**src/rtl/fifo_pair_pkg.sv**
```systemverilog
package fifo_pair_pkg;
   localparam int BYTE_W = 8;

   // Bytes moved by one register access in the selected mode.
   function automatic int access_bytes(input logic wide, input int lanes);
      return wide ? lanes : 1;
   endfunction
endpackage

```
**src/rtl/err_latch.sv**
```systemverilog
module err_latch #(
   parameter int N = 4
) (
   input  logic         clk,
   input  logic         rst_n,
   input  logic         clr,
   input  logic [N-1:0] set,
   output logic [N-1:0] q
);
   generate
      for (genvar i = 0; i < N; i++) begin : g_bit
         always_ff @(posedge clk or negedge rst_n) begin
            if (!rst_n)   q[i] <= 1'b0;
            else if (clr) q[i] <= 1'b0;
            else if (set[i]) q[i] <= 1'b1;
         end

         // a set flag holds until cleared
         a_r10_sticky_hold: assert property (@(posedge clk) disable iff (!rst_n)
            (q[i] && !clr) |=> q[i]);
      end
   endgenerate
endmodule

```
**src/rtl/byte_fifo.sv**
```systemverilog
module byte_fifo #(
   parameter int DEPTH = 8,
   parameter int LANES = 4,
   localparam int AW = $clog2(DEPTH),
   localparam int CW = AW + 1,
   localparam int NW = $clog2(LANES + 1),
   localparam int DW = LANES * fifo_pair_pkg::BYTE_W
) (
   input  logic          clk,
   input  logic          rst_n,
   input  logic          clear,
   input  logic          push_en,
   input  logic [NW-1:0] push_n,
   input  logic [DW-1:0] push_data,
   input  logic          pop_en,
   input  logic [NW-1:0] pop_n,
   output logic [DW-1:0] head,
   output logic [CW-1:0] count
);
   import fifo_pair_pkg::*;

   if ((1 << AW) != DEPTH) begin : g_bad_depth
      $error("byte_fifo: DEPTH must be a power of two");
   end
   if (DEPTH < LANES) begin : g_bad_lanes
      $error("byte_fifo: DEPTH must hold at least one full access");
   end

   logic [BYTE_W-1:0] mem [DEPTH];
   logic [AW-1:0]     rd_ptr;
   logic [AW-1:0]     wr_ptr;
   logic [NW-1:0]     push_amt, pop_amt;

   assign wr_ptr   = rd_ptr + AW'(count);
   assign push_amt = push_en ? push_n : '0;
   assign pop_amt  = pop_en  ? pop_n  : '0;

   always_ff @(posedge clk or negedge rst_n) begin
      if (!rst_n) begin
         rd_ptr <= '0;
         count  <= '0;
      end else if (clear) begin
         rd_ptr <= '0;
         count  <= '0;
      end else begin
         rd_ptr <= rd_ptr + AW'(pop_amt);
         count  <= count + CW'(push_amt) - CW'(pop_amt);
      end
   end

   generate
      for (genvar k = 0; k < LANES; k++) begin : g_lane
         logic [AW-1:0] w_idx, r_idx;
         assign w_idx = wr_ptr + AW'(k);
         assign r_idx = rd_ptr + AW'(k);

         always_ff @(posedge clk) begin
            if (push_en && !clear && (int'(push_n) > k))
               mem[w_idx] <= push_data[k*BYTE_W +: BYTE_W];
         end

         assign head[k*BYTE_W +: BYTE_W] = mem[r_idx];
      end
   endgenerate

   // occupancy never exceeds the storage
   a_r6_count_bound: assert property (@(posedge clk) disable iff (!rst_n)
      int'(count) <= DEPTH);
   // the caller only pushes into free space
   a_r7_push_fits: assert property (@(posedge clk) disable iff (!rst_n)
      push_en |-> (int'(push_n) <= DEPTH - int'(count)));
   // the caller only pops bytes that are present
   a_r8_pop_fits: assert property (@(posedge clk) disable iff (!rst_n)
      pop_en |-> (int'(pop_n) <= int'(count)));
endmodule

```
**src/rtl/word_fifo_pair.sv**
```systemverilog
module word_fifo_pair #(
   parameter int DEPTH = 8,
   parameter int DATA_W = 32,
   parameter int THR_W = 3,
   localparam int LANES = DATA_W / 8,
   localparam int CW = $clog2(DEPTH) + 1,
   localparam int NW = $clog2(LANES + 1)
) (
   input  logic              clk,
   input  logic              rst_n,
   input  logic              soft_rst,
   input  logic              flush_go,
   output logic              flush_busy,
   input  logic              wide_mode,
   input  logic [THR_W-1:0]  rd_thr,
   input  logic [THR_W-1:0]  wr_thr,
   input  logic              dout_we,
   input  logic [DATA_W-1:0] dout_wdata,
   input  logic              din_re,
   output logic [DATA_W-1:0] din_rdata,
   input  logic              tx_pop,
   output logic [7:0]        tx_byte,
   input  logic              rx_push,
   input  logic [7:0]        rx_byte,
   output logic              tx_full,
   output logic              tx_empty,
   output logic              tx_ready,
   output logic              tx_ovf,
   output logic              tx_unf,
   output logic              rx_full,
   output logic              rx_empty,
   output logic              rx_ready,
   output logic              rx_ovf,
   output logic              rx_unf
);
   import fifo_pair_pkg::*;

   if (DATA_W % BYTE_W != 0) begin : g_bad_width
      $error("word_fifo_pair: DATA_W must be a whole number of bytes");
   end
   if ((1 << THR_W) < DEPTH) begin : g_bad_thr
      $error("word_fifo_pair: THR_W too narrow for DEPTH");
   end

   logic [NW-1:0]     acc_n;
   logic              clr;
   logic [CW-1:0]     tx_cnt, rx_cnt;
   logic [DATA_W-1:0] tx_head, rx_head;
   logic [DATA_W-1:0] tx_in, rx_in;
   logic [3:0]        err_set, err_q;

   assign acc_n = NW'(access_bytes(wide_mode, LANES));
   assign clr   = soft_rst | flush_busy;

   // Flush command: set by the request, cleared by the block one cycle later.
   always_ff @(posedge clk or negedge rst_n) begin
      if (!rst_n)          flush_busy <= 1'b0;
      else if (soft_rst)   flush_busy <= 1'b0;
      else if (flush_busy) flush_busy <= 1'b0;
      else if (flush_go)   flush_busy <= 1'b1;
   end

   // Level flags
   assign tx_empty = (tx_cnt == '0);
   assign tx_full  = (DEPTH - int'(tx_cnt)) < int'(acc_n);
   assign tx_ready = (DEPTH - int'(tx_cnt)) > int'(wr_thr);
   assign rx_full  = (int'(rx_cnt) == DEPTH);
   assign rx_empty = int'(rx_cnt) < int'(acc_n);
   assign rx_ready = int'(rx_cnt) > int'(rd_thr);

   // Mode-dependent packing on the register side
   generate
      if (LANES > 1) begin : g_multi
         assign tx_in = wide_mode ? dout_wdata
                                  : {{(DATA_W-BYTE_W){1'b0}}, dout_wdata[BYTE_W-1:0]};
         assign rx_in = {{(DATA_W-BYTE_W){1'b0}}, rx_byte};
         always_comb begin
            if (rx_empty)       din_rdata = '0;
            else if (wide_mode) din_rdata = rx_head;
            else                din_rdata = {{(DATA_W-BYTE_W){1'b0}}, rx_head[BYTE_W-1:0]};
         end
      end else begin : g_single
         assign tx_in     = dout_wdata;
         assign rx_in     = rx_byte;
         assign din_rdata = rx_empty ? '0 : rx_head;
      end
   endgenerate

   assign tx_byte = tx_empty ? 8'h00 : tx_head[BYTE_W-1:0];

   byte_fifo #(.DEPTH(DEPTH), .LANES(LANES)) u_tx_q (
      .clk       (clk),
      .rst_n     (rst_n),
      .clear     (clr),
      .push_en   (dout_we && !tx_full),
      .push_n    (acc_n),
      .push_data (tx_in),
      .pop_en    (tx_pop && !tx_empty),
      .pop_n     (NW'(1)),
      .head      (tx_head),
      .count     (tx_cnt)
   );

   byte_fifo #(.DEPTH(DEPTH), .LANES(LANES)) u_rx_q (
      .clk       (clk),
      .rst_n     (rst_n),
      .clear     (clr),
      .push_en   (rx_push && !rx_full),
      .push_n    (NW'(1)),
      .push_data (rx_in),
      .pop_en    (din_re && !rx_empty),
      .pop_n     (acc_n),
      .head      (rx_head),
      .count     (rx_cnt)
   );

   assign err_set = {din_re && rx_empty, rx_push && rx_full,
                     tx_pop && tx_empty, dout_we && tx_full};

   err_latch #(.N(4)) u_err (
      .clk   (clk),
      .rst_n (rst_n),
      .clr   (clr),
      .set   (err_set),
      .q     (err_q)
   );

   assign tx_ovf = err_q[0];
   assign tx_unf = err_q[1];
   assign rx_ovf = err_q[2];
   assign rx_unf = err_q[3];

   // flush busy lasts a single cycle
   a_r11_flush_one_cycle: assert property (@(posedge clk) disable iff (!rst_n)
      flush_busy |=> !flush_busy);
   // a pending flush leaves both queues empty and flags clear
   a_r11_flush_empties: assert property (@(posedge clk) disable iff (!rst_n)
      flush_busy |=> (tx_cnt == '0 && rx_cnt == '0 && err_q == '0));
   // soft reset empties everything
   a_r1_soft_reset: assert property (@(posedge clk) disable iff (!rst_n)
      soft_rst |=> (tx_empty && rx_cnt == '0 && err_q == '0 && !flush_busy));
   // a write into a full queue leaves its occupancy unchanged
   a_r7_drop_on_full: assert property (@(posedge clk) disable iff (!rst_n)
      (dout_we && tx_full && !tx_pop && !clr) |=> (tx_cnt == $past(tx_cnt)) && tx_ovf);
   // a read of an empty queue returns zero
   a_r8_zero_on_empty: assert property (@(posedge clk) disable iff (!rst_n)
      (din_re && rx_empty) |-> (din_rdata == '0));
endmodule

```
**config.mk**
```make
export PLATFORM = sky130hd
export DESIGN_NAME = word_fifo_pair
export DESIGN_NICKNAME = d
export VERILOG_FILES = /design/src/rtl/fifo_pair_pkg.sv /design/src/rtl/err_latch.sv /design/src/rtl/byte_fifo.sv /design/src/rtl/word_fifo_pair.sv
export SDC_FILE = /design/constraint.sdc
export NUM_CORES = 1
export LEC_CHECK = 0
export BUFFER_PORTS_ARGS = -buffer_cell sky130_fd_sc_hd__buf_2
export CORE_MARGIN = 1.5
export CORE_UTILIZATION = 40
export CTS_CLUSTER_DIAMETER = 150
export DETAILED_ROUTE_END_ITERATION = 10
export GPL_TIMING_DRIVEN = 0
export HOLD_SLACK_MARGIN = 0.03
export PLACE_DENSITY = 0.65
export SKIP_CTS_REPAIR_TIMING = 1
export SLEW_MARGIN = 30
export SYNTH_ARGS = -nofsm -noshare
export SYNTH_HDL_FRONTEND = slang
export SYNTH_SLANG_ARGS = --single-unit
```
**constraint.sdc**
```tcl
create_clock -name clk -period 4.8 [get_ports clk]
set_input_delay 0 -clock clk [delete_from_list [all_inputs] [get_ports clk]]
set_output_delay 0 -clock clk [all_outputs]
set_load 0.02 [all_outputs]
```
======== Word-level counts from Yosys, hierarchy flattened ========
Memory sizes are Yosys's and may differ from the RTL's.
Index checks and enable logic that the tools add are counted.
word-level totals
  register bits ........................... 19
  input bits .............................. 55
  RAM bits ................................ 128
  memories kept ........................... 2
  output and inout port bits .............. 51
  logic and storage cells ................. 94
memory list
  name        depth  width  read ports  clocked after memory_dff  wr ports  RTL line         RTL
  u_rx_q.mem  8      8      4           0                         1         byte_fifo.sv:29  logic [BYTE_W-1:0] mem [DEPTH];
  u_tx_q.mem  8      8      1           0                         4         byte_fifo.sv:29
operators by class
  mux-type cells .......................... 34
  $add $sub $neg .......................... 15
  equal/unequal tests ..................... 1
  magnitude comparators ................... 8
  reductions and logical operators ........ 24
  bitwise logic cells ..................... 1
operators by type and width
  kind                   number
  $mux W32               3
  $mux W1                23
  $mux W3                5
  $logic_and A1 B1 Y1    14
  $add A3 B2 Y3 const B  4
  $add A3 B3 Y3          4
  $add A4 B3 Y4          2
  $mux W4                2
  $mux W8                1
  $reduce_bool A2 Y1     4
  $sub A4 B3 Y4          2
  $add A3 B1 Y3 const B  2
  $gt A3 B1 Y1 const B   2
  $gt A3 B2 Y1 const B   2
  $gt A5 B4 Y1           1
  $logic_not A1 Y1       5
  $lt A5 B4 Y1           1
  $sub A4 B4 Y5 const A  1
  $eq A4 B4 Y1 const B   1
  $gt A4 B3 Y1           1
  $logic_not A4 Y1       1
  $lt A4 B3 Y1           1
  $or A1 B1 Y1           1

======== Longest topological paths before layout ========
  depth after elaboration ................. 8
  gate-level depth with buffers ........... 14
  gate-level depth less buffers ........... 13

======== Hierarchy ========
Synthesis repeated with hierarchy kept, for this count alone.
second synthesis, totals
  cell total of the unflattened synthesis .. 1,521
  area total of the unflattened synthesis .. 13,837.0 um^2
modules (own cells, without submodules)
  module               times used  area an instance (um^2)  seq. area each (um^2)  cells an instance
  byte_fifo at u_tx_q  1           6,442.4                  2,097.0                687
  byte_fifo at u_rx_q  1           6,429.9                  2,097.0                700
  word_fifo_pair       1           824.5                    25.0                   126
  err_latch            1           140.1                    100.1                  8

======== Worst setup path before layout ========
OpenSTA, ideal clock, no wires.
  kind .................................... flip-flop to flip-flop
  start ................................... reg u_tx_q.count[0]
  end ..................................... mem u_tx_q.mem[7][0] (enable)
  library setup time ...................... 0.328 ns
  slack ................................... 1.274 ns
  path buffers ............................ 2
  arrival time ............................ 3.198 ns
  data required time ...................... 4.472 ns
  stages on the path, launching flop included .. 11
  period minus slack after synthesis ...... 3.526 ns
  cell sequence ........................... dfrtp_1 > ha_1 > fa_1 > clkbuf_1 > inv_1 > ha_1 > xnor2_2 > a2111oi_2 > a21o_1 > buf_2 > or3b_1
RTL lines
  element                   RTL line         RTL
  start: declaration        byte_fifo.sv:18  output logic [CW-1:0] count
  start signal: assignment  byte_fifo.sv:47  count <= count + CW'(push_amt) - CW'(pop_amt);
  end: declaration          byte_fifo.sv:29

======== Worst setup path in the final report ========
  start ................................... reg u_rx_q.rd_ptr[1]
  end ..................................... out din_rdata[25]
between the ends
  word-level cells in the longest chain between the ends .. 4
ends and longest elaborated chain
  element                   RTL line              RTL
  start: declaration        byte_fifo.sv:30       logic [AW-1:0] rd_ptr;
  start signal: assignment  byte_fifo.sv:46       rd_ptr <= rd_ptr + AW'(pop_amt);
  $add A3 B2 Y3             byte_fifo.sv:55       assign r_idx = rd_ptr + AW'(k);
  $mem_v2 Z8 W8             --
  $mux W32                  word_fifo_pair.sv:79  else if (wide_mode) din_rdata = rx_head;
  $mux W32                  word_fifo_pair.sv:78  if (rx_empty) din_rdata = '0;
  end: declaration          word_fifo_pair.sv:20  output logic [DATA_W-1:0] din_rdata,
No other way between the ends.

==> flow_metrics.env <==
export IMPL_netlist_area_um2=10100
export IMPL_reg2reg_to="u_tx_q.mem[0][6]"
export IMPL_drt_iter0_markers=903
export IMPL_p_sw_share_pct=42.70
export IMPL_area_growth_pct=16.88
export IMPL_slew_headroom_pct=34.85
export IMPL_io_pins=106
export IMPL_core_area_um2=24530
export IMPL_ys_types=60
export IMPL_critical_path_arrival_ns=4.48
export IMPL_cts_root_buf="clkbuf_16"
export IMPL_port_buffers=80
export IMPL_n_antenna_cell=0
export IMPL_fin_crit_sh_pct=93.34
export IMPL_setup_worst_path_start_class="flip-flop"
export IMPL_final_nets=1017
export IMPL_synthArstFlopShare_pct=12.93
export IMPL_wl_per_cell_um=23.28
export IMPL_period_needed_ns=4.480
export IMPL_max_cap_violations=0
export IMPL_cp_required_ns=4.80
export IMPL_rows=57
export IMPL_synth_area_top_cells="edfxtp_1, mux4_2, mux2i_1, dfrtp_1, o221ai_1"
export IMPL_htreeDepth=4
export IMPL_grt_max_degree=20
export IMPL_grt_util_all_layers_pct=22.87
export IMPL_crit_fanout=10
export IMPL_grt_pass1_wl_um=44300
export IMPL_leakage_nw=4.265
export IMPL_whs_endpoint="u_tx_q.mem[5][7]"
export IMPL_hp_start="dout_wdata[23]"
export IMPL_cp_end_kind="output port"
export IMPL_grt_pass1_vias=7355
export IMPL_drt_pass1_iter_count=8
export IMPL_place_gp_congestion=0.9142
export IMPL_drive_gt1_share_pct=26.78
export IMPL_ant_nets=0
export IMPL_r2r_cells=10
export IMPL_reg2reg_from="u_tx_q.count[0]"
export IMPL_tightest_slew_ns=0.9730
export IMPL_ys_flop_type="edfxtp_1"
export IMPL_die_width_um=161.9
export IMPL_r2r_slack_ns=0.37
export IMPL_cts_tree="yes"
export IMPL_start_util_pct=41.18
export IMPL_synth_top_area_share_pct=38.05
export IMPL_yosysWarningCount=0
export IMPL_synth_seq_cells=147
export IMPL_maxSlewViolCount=0
export IMPL_path_clk_slew_ns=0.07
export IMPL_hold_viol=0
export IMPL_cts_buffers=17
export IMPL_power_frac_clock_pct=22.6
export IMPL_routed_via_density=6.122
export IMPL_irDropWorstVdd_mv=0.4932
export IMPL_rsz0062_at_grt="false"
export IMPL_pwr_share_comb_pct=47.9
export IMPL_final_setup_skew_ns=0.01279
export IMPL_yosysTopAreaCell="edfxtp_1"
export IMPL_netlist_instances=804
export IMPL_syn_area_per_cell_um2=12.56
export IMPL_worstSetupPathType="reg2out"
export IMPL_ys_seq_area_share_pct=42.75
export IMPL_antenna_found_initial=0
export IMPL_dpl_hpwl_um=20840
export IMPL_cts_buffer_depth=2
export IMPL_num_vias=7744
export IMPL_clkSinkCount=147
export IMPL_num_fill_cells=2210
export IMPL_max_freq_mhz=223.2
export IMPL_finalSetupViolCount=0
export IMPL_seqPwrFrac_pct=29.5
export IMPL_power_w=0.005734
export IMPL_clock_latency_ns=0.43
export IMPL_yosys_cell_count_top_type="edfxtp_1"
export IMPL_p_sw_w=0.002449
export IMPL_grt_ovfl_total=0
export IMPL_synthTopCellsByCount="edfxtp_1, nand2_1, mux2i_1"
export IMPL_wl_um=29450
export IMPL_power_density_nw_per_um2=485.6
export IMPL_p_int_w=0.003285
export IMPL_fin_tns_setup_ns=0
export IMPL_die_area_um2=26220
export IMPL_status="complete, no violations"
export IMPL_fp_dieH_um=161.9
export IMPL_synth_nets=893
export IMPL_hold_path_class="in2reg"
export IMPL_hold_path_depth=3
export IMPL_drcViolationCount=0
export IMPL_synth_edf_count=128
critical path: stages, from the launching register on:
cell	delay, ns
dfrtp_1	0.45
clkbuf_1	0.44
clkinv_1	0.45
clkbuf_1	0.39
ha_1	0.32
xnor2_2	0.51
clkbuf_1	0.63
mux4_2	0.40
mux2i_1	0.22
nor2_1	0.06
buf_2	0.18
sequential cells by signal, indices dropped and copies added, names as in the netlist:
signal and cells:
u_err.q 4, u_rx_q.mem 64, u_tx_q.count 4, u_rx_q.count 4
u_tx_q.rd_ptr 3, flush_busy 1, u_tx_q.mem 64, u_rx_q.rd_ptr 3
layout make-up:
class                           count  area [µm²]  share of cell area, %
Tap cell                          324       405.4                  3.433
Sequential cell                   147        4319                  36.58
Timing Repair Buffer              105       638.1                  5.404
Multi-Input combinational cell    554        5426                  45.96
Inverter                           25       93.84                 0.7947
Buffer                             78       340.3                  2.882
Clock buffer                       17       425.4                  3.603
Clock inverter                     15       158.9                  1.346
how the worst max path moves through the flow:
stage                                 from                to  slack, ns
final                     u_rx_q.rd_ptr[1]     din_rdata[25]       0.32
after global placement     u_tx_q.count[0]  u_tx_q.mem[6][0]       0.29
after floorplan            u_tx_q.count[0]  u_tx_q.mem[7][0]       1.27
after global routing      u_rx_q.rd_ptr[1]     din_rdata[25]       0.12
after detailed placement   u_tx_q.count[0]  u_tx_q.mem[1][0]       0.52
after CTS                 u_rx_q.rd_ptr[1]     din_rdata[25]       0.06
per-layer routing:
layer / track usage (%) / wire, µm / vias up
li1: - / - / 3421
met1: 30.80 / 11740 / 3790
met2: 36.32 / 14010 / 473
met3: 5.439 / 2970 / 60
met4: 8.007 / 729 / 0
met5: 0 / 0 / -
cell families (layout without fill, tap and decap cells):
family | count (synthesis) | count (layout) | share of synthesized area, %
AOI/OAI and AO/OA | 142 | 142 | 12.62
xor gates and xnor gates | 20 | 20 | 2.242
adders and majority gates | 34 | 34 | 4.508
buffers and inverters | 103 | 240 | 4.248
DFF | 147 | 147 | 42.75
muxes | 162 | 162 | 25.02
and+or+nand+nor | 196 | 196 | 8.608
placed cells by master, fill, tap and decap left out, drive strengths merged, types with 8 or more instances in the layout:
cell,count
a21o,8
clkbuf,61
a32oi,8
o21ai,10
and2,8
buf,119
dlygate4sd3,20
o221ai,56
a21oi,25
dfrtp,19
edfxtp,128
nand2,103
nor2,47
xnor2,13
mux2i,89
mux4,72
inv,32
ha,30
a2111oi,12
per-stage QoR:
step                instances  util, %  worst slack, ns  cell area [µm²]  hold WS [ns]
floorplan                 804        -            1.274            10100       -0.2956
global placement         1208    44.46           0.2909            10910      -0.01030
detailed placement       1213    44.85           0.5242            11000     -0.008426
CTS                      1245    47.23          0.06269            11590       -0.4759
global route             1265    48.13           0.1240            11810       0.03503
finish                   1265    48.13           0.3199            11810       0.01198
power groups by stage:
| stage | Combinational, W | Clock (W) | Sequential [W] |
|---|---|---|---|
| floorplan | 0.00195 | 0 | 0.00169 |
| global placement | 0.00262 | 0 | 0.00171 |
| detailed placement | 0.00271 | 0 | 0.00172 |
| CTS | 0.00272 | 0.00131 | 0.00169 |
| global route | 0.00296 | 0.00136 | 0.00171 |
| finish | 0.00275 | 0.00130 | 0.00169 |
(Power assumes the default switching activity.)
